`src/rtl/irq_agg_pkg.sv`:
```
package irq_agg_pkg;

  // Position of the summary bit of channel ch in the main cause word.
  // Each group of grp channels occupies 2*grp bits, and groups after
  // the first are shifted up by one more bit each, leaving a gap.
  function automatic int sum_pos(input int ch, input int grp);
    return 2 * ch + ch / grp;
  endfunction

  // Device-activity bit sits right above the summary bit.
  function automatic int dev_pos(input int ch, input int grp);
    return sum_pos(ch, grp) + 1;
  endfunction

  // Highest main cause bit in use, for width sanity checks.
  function automatic int top_pos(input int nch, input int grp);
    return dev_pos(nch - 1, grp);
  endfunction

endpackage

```
`src/rtl/irq_grp_cause.sv`:
```
module irq_grp_cause #(
  parameter int GRP     = 4,
  parameter int DW      = 32,
  parameter int DEV_OFS = 8
) (
  input  logic           clk,
  input  logic           rst_n,
  input  logic           wr_en,
  input  logic [GRP-1:0] keep_done,
  input  logic [GRP-1:0] keep_dev,
  input  logic [GRP-1:0] done_evt,
  input  logic [GRP-1:0] dev_evt,
  output logic [GRP-1:0] done_q,
  output logic [GRP-1:0] dev_q,
  output logic [DW-1:0]  rd_word
);

  logic [GRP-1:0] done_mask_w, dev_mask_w;

  // A write holds only the bits written as 1; events OR in afterwards.
  assign done_mask_w = wr_en ? keep_done : '1;
  assign dev_mask_w  = wr_en ? keep_dev  : '1;

  always_ff @(posedge clk or negedge rst_n) begin
    if (!rst_n) begin
      done_q <= '0;
      dev_q  <= '0;
    end else begin
      done_q <= (done_q & done_mask_w) | done_evt;
      dev_q  <= (dev_q & dev_mask_w) | dev_evt;
    end
  end

  always_comb begin
    rd_word = '0;
    rd_word[GRP-1:0]       = done_q;
    rd_word[DEV_OFS +: GRP] = dev_q;
  end

  p_evt_sets_r2: assert property (@(posedge clk) disable iff (!rst_n)
    (|done_evt) |=> ((done_q & $past(done_evt)) == $past(done_evt)));

  p_no_loss_r3: assert property (@(posedge clk) disable iff (!rst_n)
    !wr_en |=> (($past(done_q) & ~done_q) == '0 && ($past(dev_q) & ~dev_q) == '0));

  p_zero_clears_r3: assert property (@(posedge clk) disable iff (!rst_n)
    wr_en |=> ((done_q & ~$past(keep_done) & ~$past(done_evt)) == '0));

  p_evt_beats_clear_r4: assert property (@(posedge clk) disable iff (!rst_n)
    (wr_en && |dev_evt) |=> ((dev_q & $past(dev_evt)) == $past(dev_evt)));

endmodule

```
`src/rtl/irq_err_chan.sv`:
```
module irq_err_chan #(
  parameter int ERRW = 8
) (
  input  logic            clk,
  input  logic            rst_n,
  input  logic            cause_wr,
  input  logic            mask_wr,
  input  logic [ERRW-1:0] wdata,
  input  logic [ERRW-1:0] evt,
  output logic [ERRW-1:0] cause_q,
  output logic [ERRW-1:0] mask_q,
  output logic            err_sum
);

  logic [ERRW-1:0] keep_w;

  assign keep_w = cause_wr ? wdata : '1;

  always_ff @(posedge clk or negedge rst_n) begin
    if (!rst_n) begin
      cause_q <= '0;
      mask_q  <= '0;
    end else begin
      cause_q <= (cause_q & keep_w) | evt;
      if (mask_wr) mask_q <= wdata;
    end
  end

  assign err_sum = |(cause_q & mask_q);

  p_err_latch_r6: assert property (@(posedge clk) disable iff (!rst_n)
    (|evt) |=> ((cause_q & $past(evt)) == $past(evt)));

  p_err_clear_r6: assert property (@(posedge clk) disable iff (!rst_n)
    (cause_wr && wdata == '0 && evt == '0) |=> (cause_q == '0));

  p_mask_hold_r7: assert property (@(posedge clk) disable iff (!rst_n)
    !mask_wr |=> $stable(mask_q));

endmodule

```
`src/rtl/irq_main_map.sv`:
```
module irq_main_map
  import irq_agg_pkg::*;
#(
  parameter int NCH = 8,
  parameter int GRP = 4,
  parameter int DW  = 32
) (
  input  logic [NCH-1:0] sum_bits,
  input  logic [NCH-1:0] dev_bits,
  output logic [DW-1:0]  cause_word
);

  localparam int TOP = top_pos(NCH, GRP);

  always_comb begin
    cause_word = '0;
    for (int n = 0; n < NCH; n++) begin
      cause_word[sum_pos(n, GRP)] = sum_bits[n];
      cause_word[dev_pos(n, GRP)] = dev_bits[n];
    end
  end

  initial begin
    a_fits_r5: assert (TOP < DW) else $error("main cause map exceeds word");
  end

endmodule

```
`src/rtl/irq_cause_agg.sv`:
```
module irq_cause_agg
  import irq_agg_pkg::*;
#(
  parameter int NCH     = 8,
  parameter int GRP     = 4,
  parameter int ERRW    = 8,
  parameter int DW      = 32,
  parameter int AW      = 5,
  parameter int DEV_OFS = 8
) (
  input  logic               clk,
  input  logic               rst_n,
  input  logic [NCH-1:0]     done_evt,
  input  logic [NCH-1:0]     dev_evt,
  input  logic [NCH*ERRW-1:0] err_evt,
  input  logic               reg_we,
  input  logic [AW-1:0]      reg_addr,
  input  logic [DW-1:0]      reg_wdata,
  output logic [DW-1:0]      reg_rdata,
  output logic               irq
);

  localparam int NGRP     = NCH / GRP;
  localparam int A_MAIN   = 0;
  localparam int A_MASK   = 1;
  localparam int A_GRP    = 2;
  localparam int A_ECAUSE = 8;
  localparam int A_EMASK  = 16;

  logic [NCH-1:0]  done_all, dev_all, err_sum_all, sum_all;
  logic [DW-1:0]   grp_word [NGRP];
  logic [ERRW-1:0] ecause [NCH];
  logic [ERRW-1:0] emask  [NCH];
  logic [DW-1:0]   main_cause, main_mask;
  logic            hit_w;

  // Host groups
  for (genvar g = 0; g < NGRP; g++) begin : g_grp
    logic wr_g;
    assign wr_g = reg_we && (reg_addr == AW'(A_GRP + g));
    irq_grp_cause #(.GRP(GRP), .DW(DW), .DEV_OFS(DEV_OFS)) u_grp (
      .clk       (clk),
      .rst_n     (rst_n),
      .wr_en     (wr_g),
      .keep_done (reg_wdata[GRP-1:0]),
      .keep_dev  (reg_wdata[DEV_OFS +: GRP]),
      .done_evt  (done_evt[g*GRP +: GRP]),
      .dev_evt   (dev_evt[g*GRP +: GRP]),
      .done_q    (done_all[g*GRP +: GRP]),
      .dev_q     (dev_all[g*GRP +: GRP]),
      .rd_word   (grp_word[g])
    );
  end

  // Per-channel error cause and mask
  for (genvar n = 0; n < NCH; n++) begin : g_err
    logic cwr, mwr;
    assign cwr = reg_we && (reg_addr == AW'(A_ECAUSE + n));
    assign mwr = reg_we && (reg_addr == AW'(A_EMASK + n));
    irq_err_chan #(.ERRW(ERRW)) u_err (
      .clk      (clk),
      .rst_n    (rst_n),
      .cause_wr (cwr),
      .mask_wr  (mwr),
      .wdata    (reg_wdata[ERRW-1:0]),
      .evt      (err_evt[n*ERRW +: ERRW]),
      .cause_q  (ecause[n]),
      .mask_q   (emask[n]),
      .err_sum  (err_sum_all[n])
    );
  end

  assign sum_all = done_all | err_sum_all;

  irq_main_map #(.NCH(NCH), .GRP(GRP), .DW(DW)) u_map (
    .sum_bits   (sum_all),
    .dev_bits   (dev_all),
    .cause_word (main_cause)
  );

  assign hit_w = |(main_cause & main_mask);

  always_ff @(posedge clk or negedge rst_n) begin
    if (!rst_n) begin
      main_mask <= '0;
      irq       <= 1'b0;
    end else begin
      if (reg_we && reg_addr == AW'(A_MASK)) main_mask <= reg_wdata;
      irq <= hit_w;
    end
  end

  // Readback
  always_comb begin
    reg_rdata = '0;
    if (reg_addr == AW'(A_MAIN)) reg_rdata = main_cause;
    if (reg_addr == AW'(A_MASK)) reg_rdata = main_mask;
    for (int g = 0; g < NGRP; g++)
      if (reg_addr == AW'(A_GRP + g)) reg_rdata = grp_word[g];
    for (int n = 0; n < NCH; n++) begin
      if (reg_addr == AW'(A_ECAUSE + n)) reg_rdata = DW'(ecause[n]);
      if (reg_addr == AW'(A_EMASK + n))  reg_rdata = DW'(emask[n]);
    end
  end

  p_masked_quiet_r8: assert property (@(posedge clk) disable iff (!rst_n)
    (main_mask == '0) |=> !irq);

  p_irq_needs_cause_r9: assert property (@(posedge clk) disable iff (!rst_n)
    irq |-> ($past(main_cause) != '0 && $past(main_mask) != '0));

  p_mask_hold_r10: assert property (@(posedge clk) disable iff (!rst_n)
    (reg_we && reg_addr == AW'(A_MAIN)) |=> $stable(main_mask));

endmodule

```
`config.mk`:
```
export PLATFORM = sky130hd
export DESIGN_NAME = irq_cause_agg
export DESIGN_NICKNAME = d
export VERILOG_FILES = /design/src/rtl/irq_agg_pkg.sv /design/src/rtl/irq_grp_cause.sv /design/src/rtl/irq_err_chan.sv /design/src/rtl/irq_main_map.sv /design/src/rtl/irq_cause_agg.sv
export SDC_FILE = /design/constraint.sdc
export NUM_CORES = 1
export LEC_CHECK = 0
export BUFFER_PORTS_ARGS = -buffer_cell sky130_fd_sc_hd__buf_4
export CAP_MARGIN = 20
export CORE_MARGIN = 5
export CORE_UTILIZATION = 50
export DETAILED_ROUTE_END_ITERATION = 6
export PLACE_DENSITY = 0.69
export SLEW_MARGIN = 10
export SYNTH_ARGS = -nofsm -noshare
export SYNTH_HDL_FRONTEND = slang
export SYNTH_SLANG_ARGS = --single-unit
```
`constraint.sdc`:
```
create_clock -name clk -period 2.6 [get_ports clk]
set_clock_uncertainty 0.1 [all_clocks]
set_input_delay 0.39 -clock clk [delete_from_list [all_inputs] [get_ports clk]]
set_output_delay 0.39 -clock clk [all_outputs]
set_load 0.05 [all_outputs]
```
# Word level (Yosys, flattened, before mapping)
# Cells that the tools add are included.
op_classes:
  n_eq_ne: 19
  muxes: 32
  bitwise: 34
  reduce_logical: 29
ops:
  columns: ["cell", "count"]
  rows:
  - ["$mux W32", 19]
  - ["$and A8 B8 Y8", 16]
  - ["$or A8 B8 Y8", 9]
  - ["$mux W8", 8]
  - ["$reduce_or A8 Y1", 8]
  - ["$eq A5 B4 Y1 const B", 8]
  - ["$eq A5 B5 Y1 const B", 8]
  - ["$and A17 B32 Y32", 1]
  - ["$reduce_or A32 Y1", 1]
  - ["$logic_and A1 B1 Y1", 19]
  - ["$mux W17", 1]
  - ["$and A4 B4 Y4", 4]
  - ["$mux W4", 4]
  - ["$or A4 B4 Y4", 4]
  - ["$eq A5 B2 Y1 const B", 2]
  - ["$eq A5 B1 Y1 const B", 1]
  - ["$logic_not A5 Y1", 1]
totals:
  reg_bits: 177
  input_bits: 120
  out_inout_bits: 33
  elab_cells: 136

# Logic depth before layout (Yosys ltp)
logic_depth:
  ltp_word: 23
  depth_mapped: 9
  depth_no_buf: 6

# Cells and area by module
# From an unflattened synthesis, not the netlist that was laid out.
unflattened:
  cells_unflattened: 1053
  hier_area_um2: 10834.1
by_module_without_submodules:
  columns: ["mod", "instances", "cells_each", "area_each_um2", "seq_area_each_um2"]
  rows:
  - ["irq_err_chan", 8, 46, 678.2, 400.4]
  - ["irq_cause_agg", 1, 538, 4056.4, 825.8]
  - ["irq_grp_cause", 2, 57, 554.3, 200.2]
  - ["irq_main_map", 1, 33, 244.0, 0.0]

# Worst setup path before layout
# No wires, ideal clock.
synth_path:
  kind: "input-to-output"
  startpoint: "in reg_addr[0]"
  endpoint: "out reg_rdata[1]"
  arrival_time_ns: 3.022
  path_slack_ns: -0.912
  stages: 7
  path_cell_list: "or2_1 buf_6 nor3_4 a22oi_1 a22oi_2 a211oi_1 o41ai_1"
synth_between:
  elab_chain_cells: 21
  word_cells_on_any_way: 40
  cone_classes: "eq/ne (19); mux (20); reduce/logical (1)"
synth_rtl:
  columns: ["element", "line", "rtl"]
  rows:
  - ["start: declaration", "irq_cause_agg.sv:17", "input logic [AW-1:0] reg_addr,"]
  - ["$logic_not A5 Y1", "irq_cause_agg.sv:96", "if (reg_addr == AW'(A_MAIN)) reg_rdata = main_cause;"]
  - ["$mux W17", "irq_cause_agg.sv:96", null]
  - ["$mux W32", "irq_cause_agg.sv:97", "if (reg_addr == AW'(A_MASK)) reg_rdata = main_mask;"]
  - ["$mux W32 (2 in a row)", "irq_cause_agg.sv:99", "if (reg_addr == AW'(A_GRP + g)) reg_rdata = grp_word[g];"]
  - ["$mux W32", "irq_cause_agg.sv:101", "if (reg_addr == AW'(A_ECAUSE + n)) reg_rdata = DW'(ecause[n]);"]
  - ["$mux W32", "irq_cause_agg.sv:102", "if (reg_addr == AW'(A_EMASK + n)) reg_rdata = DW'(emask[n]);"]
  - ["$mux W32", "irq_cause_agg.sv:101", null]
  - ["$mux W32", "irq_cause_agg.sv:102", null]
  - ["(+4 left out)", null, null]
  - ["$mux W32", "irq_cause_agg.sv:101", null]
  - ["$mux W32", "irq_cause_agg.sv:102", null]
  - ["$mux W32", "irq_cause_agg.sv:101", null]
  - ["$mux W32", "irq_cause_agg.sv:102", null]
  - ["$mux W32", "irq_cause_agg.sv:101", null]
  - ["$mux W32", "irq_cause_agg.sv:102", null]
  - ["$mux W32", "irq_cause_agg.sv:101", null]
  - ["$mux W32 (*)", "irq_cause_agg.sv:102", null]
  - ["end: declaration", "irq_cause_agg.sv:19", "output logic [DW-1:0] reg_rdata,"]
# Every way passes the cells marked *; elsewhere a longest branch is shown, timed or not.

# Worst setup path in the final report
layout_path:
  startpoint: "reg g_err[3].u_err.cause_q[3]"
  endpoint: "out reg_rdata[6]"
layout_between:
  elab_chain_cells: 23
layout_rtl:
  columns: ["element", "line", "rtl"]
  rows:
  - ["start: declaration", "irq_err_chan.sv:10", "output logic [ERRW-1:0] cause_q,"]
  - ["start signal: assignment", "irq_err_chan.sv:24", "cause_q <= (cause_q & keep_w) | evt;"]
  - ["$and A8 B8 Y8", "irq_err_chan.sv:29", "assign err_sum = |(cause_q & mask_q);"]
  - ["$reduce_or A8 Y1", "irq_err_chan.sv:29", null]
  - ["$or A8 B8 Y8", "irq_cause_agg.sv:73", "assign sum_all = done_all | err_sum_all;"]
  - ["$mux W17", "irq_cause_agg.sv:96", null]
  - ["$mux W32", "irq_cause_agg.sv:97", null]
  - ["$mux W32 (2 in a row)", "irq_cause_agg.sv:99", null]
  - ["$mux W32", "irq_cause_agg.sv:101", null]
  - ["$mux W32", "irq_cause_agg.sv:102", null]
  - ["(+6 left out)", null, null]
  - ["$mux W32", "irq_cause_agg.sv:101", null]
  - ["$mux W32", "irq_cause_agg.sv:102", null]
  - ["$mux W32", "irq_cause_agg.sv:101", null]
  - ["$mux W32", "irq_cause_agg.sv:102", null]
  - ["$mux W32", "irq_cause_agg.sv:101", null]
  - ["$mux W32", "irq_cause_agg.sv:102", null]
  - ["$mux W32", "irq_cause_agg.sv:101", null]
  - ["$mux W32", "irq_cause_agg.sv:102", null]
# Every way passes these cells.

==> results.cfg <==
[placed_design]
gp_congestion = 0.982
hpwl_mm = 25.3
dp.cells = 1359
io_buffers = 152

[worst_setup_path]
reg2reg_to = irq$_DFF_PN0_
crit_buf_inv = 2
path_cells = a22o_1, a221oi_2, buf_4, a311oi_1, o311a_1, o211ai_1, a31oi_2, buf_6
crit_type = reg -> out
rr_worst_depth = 15
setup.worst_path.end_class = output pin
crit_arrival_ns = 2.43
crit_path_max_incr_delay_ns = 0.38
crit_fanout = 2
crit_path_top_delay_cell = dfrtp_1
worstSetupStartpointType = flip-flop
r2r-start = g_err[1].u_err.cause_q[7]$_DFF_PN0_
cp.required_ns = 2.11
r2r_setup_slack_ns = 0.18
crit_family = compound AO/OA/AOI/OAI gates

[power]
power_mw = 7.66
irDropWorstVdd_v = 0.000503
cellLeakagePower_nw = 5.57
power_density_mw_per_mm2 = 591

[cells_and_area]
n_antenna_cell = 0
drive_above_1_share = 0.464
fin_cells = 1420
nets = 1298
finish.utilization = 0.717
syn_to_final_growth_pct = 40.1

[timing]
finalSetupViolCount = 10
min_period_ns = 2.92
relSlewSlack = 0.657
slew_violations = 0
fmax_ghz = 0.342
fin_crit_sh = 1.12
grt_setup_unrepaired = yes
hold_violations = 0
setup_ws_ns = -0.322
tightest_slew_ns = 0.514

[worst_hold_path]
hold_path.class = in -> reg
hp-start = err_evt[28]
min_to = g_err[3].u_err.cause_q[4]$_DFF_PN0_
hold_path_depth = 2

[global_route]
overflow = 0
grt_usage = 0.330
first_global_vias = 9155
grt_first_pass_wirelength_mm = 54.4
grt_max_degree = 51
antenna_found_initial = 0

[drt]
drt_iter0_drc = 916
wire_per_inst_um = 24.9
final_antenna_net_count = 0
routed_wl_mm = 35.4
first_pass_iters = 5
vias = 8798
viasPerCell = 6.20
post-route-drc-count = 0

[run]
cap_violations = 0

[logic_synthesis]
synth_enable_flop_cells = 0
syn-cell-area_mm2 = 0.00925
syn_inst = 873
ys.flop_type = dfrtp_1
async_flop_share = 1.00
syn_avg_cell_area_um2 = 10.6
synth_fp_nets = 993
yosysUniqueCellTypes = 71
synth_seq_cells = 177
synth_seq_area_share = 0.479
yosysWarnings = 0

[clock_network]
ctsRootBufferMaster = clkbuf_16
cts_sinks = 177
tritoncts = built
htreeDepth = 4
cts_buffers = 17
cts_buffer_depth = 2
clk_pin_slew_ns = 0.08
clock_latency_ns = 0.44

[status]
violations = setup timing
status = complete, but fails checks

[floorplanning]
fp.dieH_um = 146
die_x_um = 146
start_util = 0.511
rows = 49
io_pins = 153
die-area_mm2 = 0.0213
core_mm2 = 0.0181
## cell usage in the layout, fill, tap and decap left out, types with 4 or more instances in the layout
master / Yosys / routed
mux2_2: 97 / 97
buf_6: 6 / 16
a21oi_2: 0 / 5
inv_1: 4 / 4
a221oi_1: 16 / 9
o21ai_0: 112 / 107
nand3_2: 1 / 6
a222oi_1: 10 / 10
and3_1: 16 / 15
o21ai_2: 0 / 4
nand2_1: 44 / 44
o211ai_1: 8 / 8
buf_4: 9 / 308
nand2b_1: 88 / 85
nor2_2: 6 / 9
clkbuf_16: 0 / 17
dfrtp_1: 177 / 176
inv_6: 0 / 5
a22oi_1: 9 / 7
nor2b_1: 7 / 6
nor2_1: 34 / 29
o22ai_1: 13 / 12
a21oi_1: 38 / 33
nand3_1: 27 / 22
a221o_1: 8 / 8
a221oi_2: 0 / 7
buf_12: 0 / 9
mux4_2: 3 / 4
a22o_1: 18 / 18
## where the power goes
group | internal (mW) | switching [mW] | leakage, nW
Combinational | 0.885 | 0.782 | 3.35
Sequential | 3.05 | 0.277 | 1.94
Clock | 1.45 | 1.22 | 0.285
## stage by stage
stage	cell area [um^2]	hold WS, ns	worst slack (ns)	setup TNS (ns)
5_1_grt	13000	0.0186	-0.414	-2.01
4_1_cts	12800	0.0222	-0.322	-1.15
6_report	13000	0.0333	-0.322	-1.38
3_5_place_dp	11700	0.276	-0.322	-2.11
3_3_place_gp	11700	0.272	-0.307	-2.09
2_1_floorplan	9280	-0.00559	-0.268	-0.268
## per-layer routing
| layer | wire length [um] | share of wire | track usage |
|---|---|---|---|
| met5 | 0 | 0 | 0 |
| met4 | 1560 | 0.044 | 0.149 |
| met3 | 2970 | 0.084 | 0.0818 |
| met2 | 16700 | 0.47 | 0.525 |
| met1 | 14200 | 0.40 | 0.431 |
## cells by family after synthesis
group,after synthesis,synth area share
and+or+nand+nor,266,0.166
muxes,103,0.130
DFF,177,0.479
AOI/OAI and AO/OA,274,0.193
buffers and inverters,53,0.0319
## worst reg2reg max path: stages, from the launching register on
cell and delay [ns]:
dfrtp_1 0.40, a22o_1 0.25, a221oi_2 0.22, buf_4 0.16, buf_4 0.09, buf_4 0.09
buf_4 0.10, buf_4 0.10, buf_4 0.09, buf_4 0.09, buf_4 0.09, buf_4 0.09
buf_4 0.10, a31oi_4 0.09, a21oi_2 0.15, nand4_1 0.09
## state kept, by name, indices dropped and copies added (netlist names)
name,flops
g_grp.u_grp.dev_q,8
main_mask,32
g_grp.u_grp.done_q,8
irq,1
g_err.u_err.mask_q,64
g_err.u_err.cause_q,64
## what timing repair did
action,4_1_cts,5_1_grt
hold buffers,1,0
resized for setup,85,20
endpoints found under the hold margin,45,0
endpoints found under the setup margin,10,12
setup buffers,28,5
pin swaps,41,17
## worst max-delay path by stage
stage / cells past startpoint / end / slack (ns) / from
after floorplan: 7 / reg_rdata[1] / -0.27 / reg_addr[0]
after global placement: 10 / reg_rdata[2] / -0.31 / reg_addr[4]
after detailed placement: 9 / reg_rdata[0] / -0.32 / reg_addr[0]
after CTS: 8 / reg_rdata[6] / -0.32 / g_err[3].u_err.cause_q[3]$_DFF_PN0_
after global routing: 8 / reg_rdata[6] / -0.41 / g_err[3].u_err.cause_q[3]$_DFF_PN0_
final: 8 / reg_rdata[6] / -0.32 / g_err[3].u_err.cause_q[3]$_DFF_PN0_
## synthesized netlist by cell type (4+ instances only)
library cell  count  share of area
and3_1           16          0.011
a221oi_1         16          0.015
nor2_1           34          0.014
buf_6             6         0.0073
nand2_1          44          0.018
a31oi_1           5         0.0034
o21ai_0         112          0.061
clkbuf_1         19         0.0077
nor3_1            4         0.0022
nand3_1          27          0.015
a221o_1           8         0.0087
a22oi_1           9         0.0073
nand2b_1         88          0.060
a22o_1           18          0.017
inv_1             4         0.0016
o22ai_1          13         0.0088
a222oi_1         10          0.011
mux2_2           97           0.12
and2_1            7         0.0047
dfrtp_1         177           0.48
o31ai_1           4         0.0032
nor2_2            6         0.0041
o211ai_1          8         0.0065
a21oi_1          38          0.021
a211oi_1          5         0.0041
nor2b_1           7         0.0047
buf_2            14         0.0076
buf_4             9         0.0073
## cell type report
class | count | area [um^2]
Fill cell | 1357 | 5120
Multi-Input combinational cell | 643 | 4930
Sequential cell | 177 | 4430
Timing Repair Buffer | 335 | 2700
Clock buffer | 18 | 429
Tap cell | 229 | 287
Clock inverter | 14 | 170
Inverter | 4 | 15.0
(Power assumes the default switching activity.)
